**config.mk**
```make
export PLATFORM = sky130hd
export DESIGN_NAME = gpio_edge_irq
export DESIGN_NICKNAME = d
export VERILOG_FILES = /design/src/rtl/gpio_irq_pkg.sv /design/src/rtl/gpio_irq_edge.sv /design/src/rtl/gpio_irq_cfg.sv /design/src/rtl/gpio_irq_status.sv /design/src/rtl/gpio_edge_irq.sv
export SDC_FILE = /design/constraint.sdc
export NUM_CORES = 1
export LEC_CHECK = 0
export BUFFER_PORTS_ARGS = -buffer_cell sky130_fd_sc_hd__buf_2
export CELL_PAD_IN_SITES_DETAIL_PLACEMENT = 1
export CELL_PAD_IN_SITES_GLOBAL_PLACEMENT = 1
export CORE_MARGIN = 8
export CORE_UTILIZATION = 51
export DETAILED_ROUTE_END_ITERATION = 12
export PLACE_DENSITY = 0.82
export SYNTH_ARGS = -nofsm -noshare
export SYNTH_HDL_FRONTEND = slang
export SYNTH_HIERARCHICAL = 1
export SYNTH_SLANG_ARGS = --single-unit
export TNS_END_PERCENT = 5
```
**constraint.sdc**
```tcl
create_clock -name clk -period 3.7 [get_ports clk]
set_input_delay 0.185 -clock clk [delete_from_list [all_inputs] [get_ports clk]]
set_output_delay 0.185 -clock clk [all_outputs]
set_load 0.01 [all_outputs]
```
**src/rtl/gpio_irq_pkg.sv**
```systemverilog
package gpio_irq_pkg;

    localparam int WORD_W   = 32;
    localparam int MAX_PINS = 64;
    localparam int ADDR_W   = 6;
    localparam int SEL_W    = 4;

    // word index = byte address [5:2]; low/high half share a kind
    typedef enum logic [SEL_W-1:0] {
        SEL_EN_LO  = 4'd0,
        SEL_EN_HI  = 4'd1,
        SEL_POL_LO = 4'd2,
        SEL_POL_HI = 4'd3,
        SEL_ST_LO  = 4'd4,
        SEL_ST_HI  = 4'd5,
        SEL_WK_LO  = 4'd6,
        SEL_WK_HI  = 4'd7,
        SEL_LVL_LO = 4'd8,
        SEL_LVL_HI = 4'd9
    } word_sel_e;

endpackage

```
**src/rtl/gpio_irq_edge.sv**
```systemverilog
module gpio_irq_edge #(
    parameter int NUM_PINS = 36
) (
    input  logic                clk,
    input  logic                rst_n,
    input  logic [NUM_PINS-1:0] pin_level,
    input  logic [NUM_PINS-1:0] polarity,
    output logic [NUM_PINS-1:0] edge_hit
);

    logic [NUM_PINS-1:0] prev_q;
    logic                primed_q;

    always_ff @(posedge clk or negedge rst_n) begin
        if (!rst_n) begin
            prev_q   <= '0;
            primed_q <= 1'b0;
        end else begin
            prev_q   <= pin_level;
            primed_q <= 1'b1;
        end
    end

    for (genvar i = 0; i < NUM_PINS; i++) begin : g_pin
        logic rise_w;
        logic fall_w;
        assign rise_w      = pin_level[i] & ~prev_q[i];
        assign fall_w      = ~pin_level[i] & prev_q[i];
        assign edge_hit[i] = primed_q & (polarity[i] ? fall_w : rise_w);
    end

    AST_STEADY_NO_EDGE: assert property (@(posedge clk) disable iff (!rst_n)
        (pin_level == prev_q) |-> (edge_hit == '0));

endmodule

```
**src/rtl/gpio_irq_cfg.sv**
```systemverilog
module gpio_irq_cfg
    import gpio_irq_pkg::*;
#(
    parameter int NUM_PINS = 36
) (
    input  logic                clk,
    input  logic                rst_n,
    input  logic                wr_en,
    input  logic [SEL_W-1:0]    wr_sel,
    input  logic [WORD_W-1:0]   wr_data,
    output logic [NUM_PINS-1:0] enable,
    output logic [NUM_PINS-1:0] polarity,
    output logic [NUM_PINS-1:0] wake_en
);

    for (genvar i = 0; i < NUM_PINS; i++) begin : g_pin
        localparam int WI = i / WORD_W;
        localparam int BI = i % WORD_W;
        localparam logic [SEL_W-1:0] S_EN  = SEL_W'(int'(SEL_EN_LO)  + WI);
        localparam logic [SEL_W-1:0] S_POL = SEL_W'(int'(SEL_POL_LO) + WI);
        localparam logic [SEL_W-1:0] S_WK  = SEL_W'(int'(SEL_WK_LO)  + WI);

        always_ff @(posedge clk or negedge rst_n) begin
            if (!rst_n) begin
                enable[i]   <= 1'b0;
                polarity[i] <= 1'b0;
                wake_en[i]  <= 1'b0;
            end else if (wr_en) begin
                if (wr_sel == S_EN)  enable[i]   <= wr_data[BI];
                if (wr_sel == S_POL) polarity[i] <= wr_data[BI];
                if (wr_sel == S_WK)  wake_en[i]  <= wr_data[BI];
            end
        end
    end

    AST_CFG_HOLD: assert property (@(posedge clk) disable iff (!rst_n)
        !wr_en |=> ($stable(enable) && $stable(polarity) && $stable(wake_en)));

endmodule

```
**src/rtl/gpio_irq_status.sv**
```systemverilog
module gpio_irq_status
    import gpio_irq_pkg::*;
#(
    parameter int NUM_PINS = 36
) (
    input  logic                clk,
    input  logic                rst_n,
    input  logic                wr_en,
    input  logic [SEL_W-1:0]    wr_sel,
    input  logic [WORD_W-1:0]   wr_data,
    input  logic [NUM_PINS-1:0] edge_hit,
    output logic [NUM_PINS-1:0] status
);

    for (genvar i = 0; i < NUM_PINS; i++) begin : g_pin
        localparam int WI = i / WORD_W;
        localparam int BI = i % WORD_W;
        localparam logic [SEL_W-1:0] S_ST = SEL_W'(int'(SEL_ST_LO) + WI);
        logic clr_w;
        assign clr_w = wr_en && (wr_sel == S_ST) && wr_data[BI];

        // set has priority over a simultaneous clear
        always_ff @(posedge clk or negedge rst_n) begin
            if (!rst_n)           status[i] <= 1'b0;
            else if (edge_hit[i]) status[i] <= 1'b1;
            else if (clr_w)       status[i] <= 1'b0;
        end
    end

    AST_SET_NEEDS_EDGE: assert property (@(posedge clk) disable iff (!rst_n)
        ((status & ~$past(status)) != '0) |-> ($past(edge_hit) != '0));
    AST_SET_WINS: assert property (@(posedge clk) disable iff (!rst_n)
        (edge_hit != '0) |=> ((status & $past(edge_hit)) == $past(edge_hit)));
    AST_HOLD_NO_WRITE: assert property (@(posedge clk) disable iff (!rst_n)
        !wr_en |=> ((status & $past(status)) == $past(status)));

endmodule

```
**src/rtl/gpio_edge_irq.sv**
```systemverilog
module gpio_edge_irq
    import gpio_irq_pkg::*;
#(
    parameter int NUM_PINS = 36
) (
    input  logic                clk,
    input  logic                rst_n,
    input  logic                bus_wr,
    input  logic [ADDR_W-1:0]   bus_addr,
    input  logic [WORD_W-1:0]   bus_wdata,
    output logic [WORD_W-1:0]   bus_rdata,
    input  logic [NUM_PINS-1:0] pin_level,
    output logic                irq_o,
    output logic                wake_o
);

    logic [SEL_W-1:0]    sel_w;
    logic [1:0]          addr_unused;
    logic [NUM_PINS-1:0] enable_w;
    logic [NUM_PINS-1:0] polarity_w;
    logic [NUM_PINS-1:0] wake_en_w;
    logic [NUM_PINS-1:0] status_w;
    logic [NUM_PINS-1:0] edge_w;

    assign sel_w       = bus_addr[ADDR_W-1:2];
    assign addr_unused = bus_addr[1:0];

    gpio_irq_edge #(.NUM_PINS(NUM_PINS)) u_edge (
        .clk       (clk),
        .rst_n     (rst_n),
        .pin_level (pin_level),
        .polarity  (polarity_w),
        .edge_hit  (edge_w)
    );

    gpio_irq_cfg #(.NUM_PINS(NUM_PINS)) u_cfg (
        .clk      (clk),
        .rst_n    (rst_n),
        .wr_en    (bus_wr),
        .wr_sel   (sel_w),
        .wr_data  (bus_wdata),
        .enable   (enable_w),
        .polarity (polarity_w),
        .wake_en  (wake_en_w)
    );

    gpio_irq_status #(.NUM_PINS(NUM_PINS)) u_status (
        .clk      (clk),
        .rst_n    (rst_n),
        .wr_en    (bus_wr),
        .wr_sel   (sel_w),
        .wr_data  (bus_wdata),
        .edge_hit (edge_w),
        .status   (status_w)
    );

    function automatic logic [MAX_PINS-1:0] pad_bank(input logic [NUM_PINS-1:0] v);
        logic [MAX_PINS-1:0] p;
        p = '0;
        p[NUM_PINS-1:0] = v;
        return p;
    endfunction

    logic [MAX_PINS-1:0] en_p, pol_p, st_p, wk_p, lvl_p;
    assign en_p  = pad_bank(enable_w);
    assign pol_p = pad_bank(polarity_w);
    assign st_p  = pad_bank(status_w);
    assign wk_p  = pad_bank(wake_en_w);
    assign lvl_p = pad_bank(pin_level);

    always_comb begin
        case (word_sel_e'(sel_w))
            SEL_EN_LO:  bus_rdata = en_p[31:0];
            SEL_EN_HI:  bus_rdata = en_p[63:32];
            SEL_POL_LO: bus_rdata = pol_p[31:0];
            SEL_POL_HI: bus_rdata = pol_p[63:32];
            SEL_ST_LO:  bus_rdata = st_p[31:0];
            SEL_ST_HI:  bus_rdata = st_p[63:32];
            SEL_WK_LO:  bus_rdata = wk_p[31:0];
            SEL_WK_HI:  bus_rdata = wk_p[63:32];
            SEL_LVL_LO: bus_rdata = lvl_p[31:0];
            SEL_LVL_HI: bus_rdata = lvl_p[63:32];
            default:    bus_rdata = '0;
        endcase
    end

    assign irq_o  = |(status_w & enable_w);
    assign wake_o = |(status_w & wake_en_w);

    AST_IRQ_NEEDS_ENABLE: assert property (@(posedge clk) disable iff (!rst_n)
        irq_o |-> (enable_w != '0));
    AST_WAKE_NEEDS_STATUS: assert property (@(posedge clk) disable iff (!rst_n)
        wake_o |-> (status_w != '0));

endmodule

```
==> results of run 1 <==
power groups by stage:
stage               Clock (uW)  Sequential, uW  Combinational, uW
floorplan                    0            2560                696
global placement             0            2670                943
detailed placement           0            2710                998
CTS                       1780            2680               1050
global route              1850            2730               1130
finish                    1770            2690               1050
cell type report:
| cell class | count | area [sq um] | area share (%) |
|---|---|---|---|
| Sequential cell | 181 | 4530 | 41.7 |
| Multi-Input combinational cell | 539 | 4420 | 40.7 |
| Timing Repair Buffer | 161 | 1050 | 9.67 |
| Clock buffer | 23 | 448 | 4.13 |
| Tap cell | 229 | 287 | 2.64 |
| Clock inverter | 8 | 104 | 0.956 |
| Inverter | 5 | 18.8 | 0.173 |
routing by layer:
layer | part of all wire, % | routed length, um
met1 | 41 | 12800
met2 | 50 | 15400
met3 | 5.8 | 1790
met4 | 3.2 | 1010
met5 | 0 | 0
cell families (layout without fill, tap and decap cells):
kind of cell	Yosys count	after routing	share of synthesized area, %
AO/OA/AOI/OAI	150	150	12.8
multiplexers	117	117	15.4
AND/OR/NAND/NOR	271	271	19.1
flip-flops	181	181	48.6
buffers and inverters	49	197	4.02
other	1	1	0.0403
cell usage after synthesis (2+ instances only):
master,number
sky130_fd_sc_hd__o31ai_1,2
sky130_fd_sc_hd__a41oi_1,4
sky130_fd_sc_hd__o21ai_0,5
sky130_fd_sc_hd__buf_4,7
sky130_fd_sc_hd__a22o_1,6
sky130_fd_sc_hd__inv_1,5
sky130_fd_sc_hd__nand3_1,28
sky130_fd_sc_hd__mux2_4,30
sky130_fd_sc_hd__nand3b_1,5
sky130_fd_sc_hd__a21oi_1,2
sky130_fd_sc_hd__nor3b_1,32
sky130_fd_sc_hd__a21oi_4,2
sky130_fd_sc_hd__nand2_1,67
sky130_fd_sc_hd__a22oi_1,85
sky130_fd_sc_hd__mux2_2,79
sky130_fd_sc_hd__buf_6,12
sky130_fd_sc_hd__mux2i_1,6
sky130_fd_sc_hd__o22a_1,2
sky130_fd_sc_hd__nand4bb_1,35
sky130_fd_sc_hd__a221oi_1,6
sky130_fd_sc_hd__or3b_1,2
sky130_fd_sc_hd__nor3b_2,2
sky130_fd_sc_hd__clkbuf_1,2
sky130_fd_sc_hd__buf_2,20
sky130_fd_sc_hd__nor2_1,41
sky130_fd_sc_hd__buf_12,3
sky130_fd_sc_hd__a32oi_1,5
sky130_fd_sc_hd__nand4b_1,36
sky130_fd_sc_hd__dfrtp_1,181
sky130_fd_sc_hd__nand4_1,8
sky130_fd_sc_hd__and2_1,2
sky130_fd_sc_hd__a21oi_2,28
state kept, by name, summed over array words and instances (netlist names):
register	count
u_status/status	36
u_edge/prev_q	36
u_cfg/wake_en	36
u_cfg/polarity	36
u_cfg/enable	36
u_edge/primed_q	1
worst max-delay path by stage:
stage	from	to	slack (ns)
2_1_floorplan	bus_addr[5]	u_cfg/polarity[10]	2.04
3_3_place_gp	bus_addr[4]	u_cfg/polarity[12]	1.16
3_5_place_dp	bus_addr[4]	u_cfg/polarity[23]	1.13
4_1_cts	u_status/status[29]	irq_o	1.23
5_1_grt	u_status/status[29]	irq_o	1.06
6_report	bus_addr[3]	bus_rdata[21]	1.16
repair_timing:
action | 4_1_cts | 5_1_grt
endpoints found under the setup margin | 0 | 0
hold endpoints to repair | 125 | 0
buffers inserted | 0 | 0
hold buffers | 37 | 0
metrics by stage:
stage	instances	setup WS, ns
after floorplan	769	2.04
after global placement	1078	1.16
after detailed placement	1078	1.13
after CTS	1146	1.23
after global routing	1146	1.06
final	1146	1.16
==> summary.md, run 1 <==
The tools report the startpoint type of the worst setup path as a primary input. The most utilized layer in the global route result is met2. For flop-to-flop paths, the worst setup slack is 1.51 ns.

After detailed routing, the average wire length per cell comes to 27.1 um. The met3 demand-to-capacity share in global routing was 5.20%; the share of layout cells above drive strength 1 was 32.9%. The tools report the number of library cell types mapped by synthesis as 51.

The worst hold path begins at bus_wdata[26]. After synthesis, the share of flip-flops with an asynchronous set or reset is 100%. After filler insertion, the fill cell instance count of the layout stands at 1831.

The number of vias in the routed layout was 7523. The count of buffers added on input and output ports is 108. Leading area contributor after synthesis: sky130_fd_sc_hd__dfrtp_1.

The first global-routing pass estimated 48300 um of wire. The logs give 846 for the net count after synthesis and 0 for the remaining antenna violation count. TritonCTS built the clock tree. The floorplan step set the die height to 151 um. In this run, flip-flops and latches consume 48.8% of the power.

The congestion estimate from routability-driven global placement came to 0.820. Start of the worst register-to-register path: u_edge/primed_q. Endpoint of the worst register-to-register path: u_status/status[32]. The flop and latch count out of synthesis was 181; the total iterations of the first detailed-routing run was 5. The share of synthesized area in the top cell type comes to 48.6%. The vias per cell was 6.56. The later pin in the worst-skew pair is clocked with a latency of 0.44 ns.

For this run, design rule violations remaining after detail routing come to 0. Clock tree synthesis found a total of 181 sinks. The core area is 0.0180 sq mm, and the final-layout worst hold slack is 0.0117 ns. Based on the critical path, the design can be clocked at up to 394 MHz. The number of logic stages on the critical path including buffering is 6, and the initial antenna violation count is 0.

The die is 151 um wide. The run gives 0 as the number of hold-slack violations in the final timing report. In this run the cell area of the synthesized design comes to 0.00931 sq mm. The final HPWL from detailed placement was 20100 um.

The clock-pin slew on the worst setup and hold paths came out at 0.07 ns. Setup repair after global routing left no endpoint under its margin. Measured against its own limit, the worst slew margin works out to 20.9%. Cell type group with the largest total delay on the critical path: simple AND/OR/NAND/NOR gates. The run gives 8360 as the number of global-route vias before repair.

The number of nets in the finished design is 982. Global routing used 27.8% of the available tracks. The quantity of gates resized following cts is 0, and the worst clock skew on the final layout is 0.00810 ns. The initial cell density of the core came out at 51.8%. In this design, the critical path's most frequently occurring cell is sky130_fd_sc_hd__buf_2.

CTS placed an instance of sky130_fd_sc_hd__clkbuf_16 at the clock tree root. Traced cell by cell, the critical path runs through buf_2, nor4b_4, buf_4, a22oi_1, nand3_1, buf_2. Summed over all cells, the static leakage comes to 0.00474 uW. In the layout the commonest cells are sky130_fd_sc_hd__dfrtp_1 (180), sky130_fd_sc_hd__buf_2 (107), sky130_fd_sc_hd__a22oi_1 (85), sky130_fd_sc_hd__mux2_2 (79), sky130_fd_sc_hd__nand2_1 (67). In the final timing run, aggregate negative setup slack is 0 ns. STA puts the critical path data required time at 3.51 ns. The yosys synthesis warning count was 6; the number of flops mapped to enable cells by yosys was 0. For the worst flop-to-flop path, the logic depth is 5.

The shortest period the worst path allows works out to 2.54 ns. The path with the worst hold slack has its endpoint at u_cfg/enable[26]. The H-tree depth came out at 4.

Global routing consumed, on the met1 layer, 34.3% of the routing resources. Full die area: 0.0228 sq mm. For this run, global-route usage on met2 was measured as 46.3%. The run gives 32.0% as the part of the power in the clock network.

Yosys attributes the largest share of cell area to sky130_fd_sc_hd__dfrtp_1 (49%), sky130_fd_sc_hd__mux2_2 (9.6%), sky130_fd_sc_hd__a22oi_1 (6.9%). 111 I/O pins were placed. Data arrives at the worst endpoint at 2.35 ns. IR analysis of the VDD net gives a maximum drop of 392 uV. The count of final setup violators was 0; the switching power was 1650 uW.

The min-delay analysis places its worst path in the category in -> reg. Total power for the finished layout comes to 5510 uW. The overall routed net length was 31000 um; the number of stages on the worst hold path was 2. The placed standard-cell area is 0.00994 sq mm. Proportion of synthesized chip area in sequential cells: 48.6%. Averaged over all synthesized cells, the footprint is 12.1 sq um. The run finished with clean final reports.

After routing the design area is 0.0109 sq mm. The clock passes through at most 2 buffers. The critical path in this run is classified as in -> out. The site row count is 49. Across the run, the number of max-cap violations was 0. The run gives 3860 uW as the cell internal power dissipation. For this block, the initial DRC count from the detailed router was 487. In the finished design, the share of the clock period the worst path needs comes to 68.6%.

Largest driver fanout on the critical path: 24. The layout-stage area growth over the synthesis result works out to 16.6%. The tools report the total count of max-transition violations in the final report as 0. The tools report the sum of overflow across all layers after global routing as 0.

Among all stages on the critical path, the largest delay is contributed by sky130_fd_sc_hd__nor4b_4. Leaving out fill and tap cells, the most frequent cell in the layout is sky130_fd_sc_hd__dfrtp_1. In this run, the combinational gates consume 19.1% of the power. For the pin count of the biggest net entering global routing, the log shows 94.

The post-synthesis cell count is 769, and the delay contributed by the slowest stage of the critical path is 0.84 ns. The total power density per cell area works out to 508 mW/mm^2. 0 antenna diodes ended up in the layout. The worst setup path is captured at a primary output. The number of clock buffers added by TritonCTS is 17. Dominant register cell in the synthesized netlist: sky130_fd_sc_hd__dfrtp_1. For the core occupancy in the finished layout, the log shows 60.4%. The slew at the pin with the worst max-slew slack is 1.18 ns. Net switching is 30.0% of the power. The number of buffers and inverters on the critical path is 3.
No activity file was read; power rests on OpenSTA's default activity.
==> run 2, diff against run 1 <==
CORE_UTILIZATION = 43   (was 51)
PLACE_DENSITY = 0.74   (was 0.82)
clock period = 2.3 ns   (was 3.7 ns; I/O delays follow)
==> summary.md, run 2 (synthesis results as in run 1) <==
The maximum clock path buffer count is 2 (unchanged), and the full die area is 0.0266 sq mm (+17%). TritonCTS built the clock tree. The share of layout cells above drive strength 1 is 33.5% (+0.57 points). The total global-route track usage came out at 22.8% (-5.0 points).

The number of cells on the worst reg-to-reg path was 5 (unchanged). The path class of the tightest hold or removal check is in -> reg. The layout-stage area growth over the synthesis result is 22.9%. Leaving out fill and tap cells, the most frequent cell in the layout is sky130_fd_sc_hd__dfrtp_1. The clock period could shrink to 2.15 ns. The count of final setup violators is 0 (unchanged).

The top cell types in the final layout, fill and taps aside, are sky130_fd_sc_hd__dfrtp_1 (180), sky130_fd_sc_hd__buf_2 (107), sky130_fd_sc_hd__a22oi_1 (82), sky130_fd_sc_hd__mux2_2 (79), sky130_fd_sc_hd__nand2_1 (67). Setup repair after global routing left no endpoint under its margin. The startpoint type of the worst setup path is a flop.

The per-cell routed wire length is 23.9 um (-12%), and the clock-pin slew on the worst setup and hold paths is 0.07 ns (about the same). The root buffer cell chosen for the clock tree is sky130_fd_sc_hd__clkbuf_16. The insertion delay of the later-clocked pin in the worst-skew pair was 0.43 ns (about the same); the total power density per cell area was 802 mW/mm^2 (+58%).

The logs give 0 (unchanged) for the sum of overflow across all layers after global routing and 1019 (+3.8%) for the number of nets in the finished design. The number of hold-slack violations in the final timing report is 0 (unchanged). The count of buffers from port buffering works out to 108 (unchanged). The initial antenna violation count is 0 (unchanged), and the final estimated routing congestion in global placement is 0.805 (-1.8%). The run gives 0.43 ns (-1.08 ns) as the register-to-register setup slack. The tools report the startpoint of the worst hold path as bus_wdata[0].

The data arrival time at the worst-slack endpoint is 2.04 ns (-0.31 ns), and the total clock sinks is 181 (unchanged). The overall routed net length was 29500 um (-4.9%); the count of max-cap constraint violations was 0 (unchanged). The worst setup path is captured at a primary output.

H-tree depth: 4 (unchanged). The logs give 0 (unchanged) for the remaining antenna violation count and 9180 uW (+66%) for the total power after layout. The run gives 0 (unchanged) as the total count of max-transition violations in the final report. For the final routed DRC violation total, the log shows 0 (unchanged).

For the number of vias in the routed layout, the log shows 7410 (-1.5%). The number of antenna diodes was 0 (unchanged); the share of the cycle needed by the critical path after routing was 93.5%. The critical path in this run is classified as reg -> out. The largest driver fanout on the critical path was 4 (-83%).

The highest ir drop seen on vdd is 436 uV (+11%). The slew at the pin with the worst max-slew slack was 0.753 ns (-0.424 ns). Worst clock skew on the final layout: 0.00705 ns (-0.00105 ns).

The run gives 17 (unchanged) as the CTS buffer count. For the sum of negative setup slack, the log shows 0 ns (unchanged). Pin count of the biggest net entering global routing: 69 (-27%). The run finished with clean final reports. The endpoint of the worst register-to-register path was u_status/status[0].

For the relative slew slack, the log shows 49.8% (+29 points). The data required time of the worst path was 2.18 ns (-1.33 ns). The slowest stage of the critical path belongs to the cell sky130_fd_sc_hd__dfrtp_1. Walking the worst path, the cells encountered are a22oi_1, nand4_1, nor3_1, nand4_1, buf_2. Initial cell density of the core: 43.2% (-8.6 points). The vias per cell is 6.00 (-8.6%). The run gives 5 (unchanged) as the total iterations of the first detailed-routing run. The tools report the leakage power total as 0.00498 uW (+4.9%).

The number of stages on the worst hold path was 2 (unchanged). The die outline height is 163 um (+8.0%), and the number of global-route vias before repair is 7988 (-4.4%). Static timing analysis puts the maximum clock frequency at 465 MHz. The cell repeated most along the worst path is sky130_fd_sc_hd__nand4_1. The tools report the site row count as 54 (+10%). The start of the worst register-to-register path is u_edge/primed_q. The delay contributed by the slowest stage of the critical path was 0.42 ns (-0.42 ns); the number of primary I/O pins was 111 (unchanged). Core area: 0.0216 sq mm (+20%).

The final HPWL from detailed placement is 19600 um (-2.2%), and the global-route wire length before repair is 47000 um (-2.6%). The width of the die is 163 um (+8.0%). The run gives 498 (+2.3%) as the number of DRC markers in iteration 0. The hold path endpoint is u_status/status[32].
## run 2: layout make-up
cell class,count,area (sq um)
Fill cell,2254,10100
Sequential cell,181,4530
Multi-Input combinational cell,539,4440
Timing Repair Buffer,198,1480
Clock buffer,18,429
Tap cell,280,350
Clock inverter,14,198
Inverter,5,18.8
## run 2: per-layer routing
layer  vias up  routed length [um]  track usage, %
met2       192               14700            38.1
met5         -                   0               0
met4         0                 623            7.38
met1      3890               12900            29.3
met3        38                1300            4.11
li1       3290                   -               -
## run 2: timing repair
action,CTS,global route
endpoints found under the setup margin,1,1
hold buffers,65,0
gates resized for setup,1,3
endpoints found under the hold margin,183,0
buffers inserted,0,0
## run 2: where the power goes
group | switching [uW] | internal, uW | leakage, uW | total [uW]
Combinational | 766 | 946 | 0.00258 | 1710
Clock | 1310 | 1840 | 0.000302 | 3150
Sequential | 586 | 3730 | 0.00209 | 4310
Total | 2670 | 6510 | 0.00498 | 9180
## run 2: through the flow
stage | cell area (sq um) | hold slack, ns | utilization, % | instances | setup WS [ns]
floorplan | 9310 | -0.181 | - | 769 | 0.708
finish | 11400 | 0.0233 | 53.1 | 1235 | 0.150
global placement | 10100 | 0.173 | 47.1 | 1138 | 0.403
detailed placement | 10100 | 0.178 | 47.1 | 1138 | 0.377
CTS | 11400 | 0.00578 | 53.0 | 1235 | 0.0539
global route | 11400 | 0.0381 | 53.1 | 1235 | 0.0364
## run 2: critical path, delay by kind of cell (launching register included)
family | cells | cell delay, ns
and+or+nand+nor | 3 | 0.56
DFF | 1 | 0.42
AOI/OAI and AO/OA | 1 | 0.42
buffers and inverters | 1 | 0.21
## run 2: worst max-delay path by stage
stage | from | to
2_1_floorplan | bus_addr[5] | u_cfg/polarity[10]
3_3_place_gp | bus_addr[5] | u_cfg/polarity[11]
3_5_place_dp | bus_addr[4] | u_cfg/polarity[16]
4_1_cts | u_status/status[29] | irq_o
5_1_grt | u_status/status[23] | irq_o
6_report | u_status/status[16] | wake_o
==> run 3, diff against run 2 <==
CORE_UTILIZATION = 47   (was 43)
PLACE_DENSITY = 0.77   (was 0.74)
clock period = 2.2 ns   (was 2.3 ns; I/O delays follow)
==> summary.md, run 3 (synthesis results as in run 1) <==
Part of the power in the clock network: 33.5% (-0.8 points). In this run the worst hold path is classified as in -> reg. The full die area came out at 0.0246 sq mm (-7.7%). The tools report the total count of max-transition violations in the final report as 0 (unchanged). The per-cell routed wire length came out at 25.4 um (+6.4%). The global-route wire length before repair was 48500 um (+3.2%).

The run gives 0.44 ns (about the same) as the register-to-register setup slack. The run gives 0 ns (unchanged) as the sum of negative setup slack. The number of antenna diodes was 0 (unchanged); the overall routed net length was 31200 um (+5.6%).

The fraction of power spent switching nets works out to 29.4% (+0.32 points). Most common library cell in the layout ignoring fill and taps: sky130_fd_sc_hd__dfrtp_1. The tools report the final estimated routing congestion in global placement as 0.850 (+5.5%). The cell internal power dissipation is 6770 uW (+4.0%), and the H-tree depth is 4 (unchanged). The logs give 2 (unchanged) for the maximum clock path buffer count and 2.03 ns (about the same) for the data arrival time at the worst-slack endpoint.

The portion of total power attributed to sequential cells was 47.5% (+0.5 points). The tools report the top achievable clock speed as 467 MHz. The root cell of the clock tree is sky130_fd_sc_hd__clkbuf_16.

The pin count of the biggest net entering global routing was 55 (-20%). The top cell types in the final layout, fill and taps aside, are sky130_fd_sc_hd__dfrtp_1 (180), sky130_fd_sc_hd__buf_2 (107), sky130_fd_sc_hd__a22oi_1 (80), sky130_fd_sc_hd__mux2_2 (79). The worst setup slack after layout came out at 0.0585 ns (-0.0911 ns). For the data required time of the worst path, the log shows 2.09 ns (-0.09 ns).

The worst setup path is captured at a primary output. The final routed DRC violation total is 0 (unchanged), and the routed wire length on met3 is 1980 um (+52%). The logs give 1025 (+0.59%) for the number of nets in the finished design and 0.43 ns (about the same) for the insertion delay of the later-clocked pin in the worst-skew pair. The width of the die is 157 um (-3.9%). The run gives 19.0% (+0.3 points) as the power share of the combinational group. Routed signal wires occupy layers up through met4. The count of buffers from port buffering is 108 (unchanged), and the number of vias in the routed layout is 7613 (+2.7%). The tools report the wire length on met2 as 15800 um (+7.1%).

The total power density per cell area works out to 839 mW/mm^2 (+4.6%). The initial antenna violation count came out at 0 (unchanged). Among all stages on the critical path, the largest delay is contributed by sky130_fd_sc_hd__a221oi_1. Traced cell by cell, the critical path runs through a22o_1, a221oi_1, nand4_1, buf_2.

The number of primary I/O pins is 111 (unchanged). The run gives 0 (unchanged) as the post-CTS repair timing setup buffer count. The site row count is 51 (-5.6%), and the slew at the pin with the worst max-slew slack is 0.701 ns (-0.0525 ns). The die outline height is 157 um (-3.9%). TritonCTS built the clock tree. The delay contributed by the slowest stage of the critical path was 0.48 ns (+0.06 ns). The flow ran to the end, and the final reports show no timing, DRC or antenna violations.

The layout-stage area growth over the synthesis result was 22.8% (about the same). The switching power came out at 2820 uW (+5.7%). The worst setup path is launched from a flop. Clock-pin slew on the worst setup and hold paths: 0.07 ns (about the same). Category of the most critical setup path: reg -> out. For the worst clock skew on the final layout, the log shows 0.00664 ns (-0.000406 ns). The leakage power total was 0.00498 uW (+0.17%); the wire length the detailed router placed on met1 was 12700 um (-1.0%).

The total iterations of the first detailed-routing run is 5 (unchanged), and the share of layout cells above drive strength 1 is 34.0% (+0.45 points). Count of final setup violators: 0 (unchanged). The number of global-route vias before repair is 8375 (+4.8%). The logs give 21100 um (+7.7%) for the final HPWL from detailed placement and 17 (unchanged) for the CTS buffer count. The shortest period the worst path allows was 2.14 ns; the total clock sinks was 181 (unchanged). For the highest ir drop seen on vdd, the log shows 591 uV (+35%). Setup repair after global routing left no endpoint under its margin. The largest driver fanout on the critical path is 4 (unchanged).

The tools report the number of hold-slack violations in the final timing report as 0 (unchanged). The run gives 0.283 ns (-0.0945 ns) as the pre-CTS setup slack. For the sum of overflow across all layers after global routing, the log shows 0 (unchanged). The tools report the remaining antenna violation count as 0 (unchanged). The number of DRC markers in iteration 0 is 646 (+30%), and the total global-route track usage is 25.7% (+3.0 points). The relative slew slack was 53.3% (+3.5 points); the vias per cell was 6.21 (+3.6%).

The count of max-cap constraint violations came out at 0 (unchanged). The initial cell density of the core is 47.8% (+4.6 points). The share of the cycle needed by the critical path after routing is 97.3%, and the core area is 0.0195 sq mm (-9.7%).
## run 3: critical path: cells and delay by family (launching register included)
family | cells | cell delay (ns)
AOI/OAI and AO/OA | 2 | 0.75
buffers and inverters | 1 | 0.18
DFF | 1 | 0.47
and+or+nand+nor | 1 | 0.20
## run 3: per-layer routing
metal / vias up / track usage, %
li1: 3305 / -
met1: 3995 / 31.7
met2: 260 / 44.2
met3: 53 / 5.38
met4: 0 / 8.15
met5: - / 0
## run 3: power by group through the flow
| stage | Sequential (uW) | Combinational [uW] | Clock (uW) |
|---|---|---|---|
| 2_1_floorplan | 4300 | 1170 | 0 |
| 3_3_place_gp | 4510 | 1610 | 0 |
| 3_5_place_dp | 4570 | 1690 | 0 |
| 4_1_cts | 4520 | 1810 | 3250 |
| 5_1_grt | 4610 | 1950 | 3380 |
| 6_report | 4550 | 1830 | 3210 |
## run 3: worst paths after layout
path / start / end / depth (start not counted)
hold / removal: bus_wdata[2] / u_status/status[34] / 2
min in group asynchronous: rst_n / u_edge/prev_q[24] / 2
hold reg to reg: u_cfg/wake_en[0] / u_cfg/wake_en[0] / 1
setup / recovery: u_status/status[28] / irq_o / 4
setup reg to reg: u_edge/primed_q / u_status/status[16] / 4
max in group asynchronous: rst_n / u_cfg/wake_en[10] / 3
## run 3: stage by stage
stage                     instances  cell area [sq um]  power [uW]  util [%]  hold slack, ns
final                          1225              11400        9590      58.8          0.0336
after global routing           1225              11400        9950      58.8          0.0341
after CTS                      1225              11400        9580      58.6         0.00564
after detailed placement       1127              10100        6260      52.0           0.104
after global placement         1127              10100        6110      52.0          0.0987
after floorplan                 769               9310        5470         -          -0.186
## run 3: repair_timing
action | 4_1_cts | 5_1_grt
hold endpoints to repair | 170 | 0
hold buffers | 67 | 0
setup endpoints to repair | 2 | 2
resized for setup | 2 | 5
## run 3: area by class of cell
type                            count  area (sq um)
Sequential cell                   181          4530
Timing Repair Buffer              204          1490
Clock buffer                       21           470
Fill cell                        2039          8030
Clock inverter                     10           144
Inverter                            5          18.8
Tap cell                          265           332
Multi-Input combinational cell    539          4460
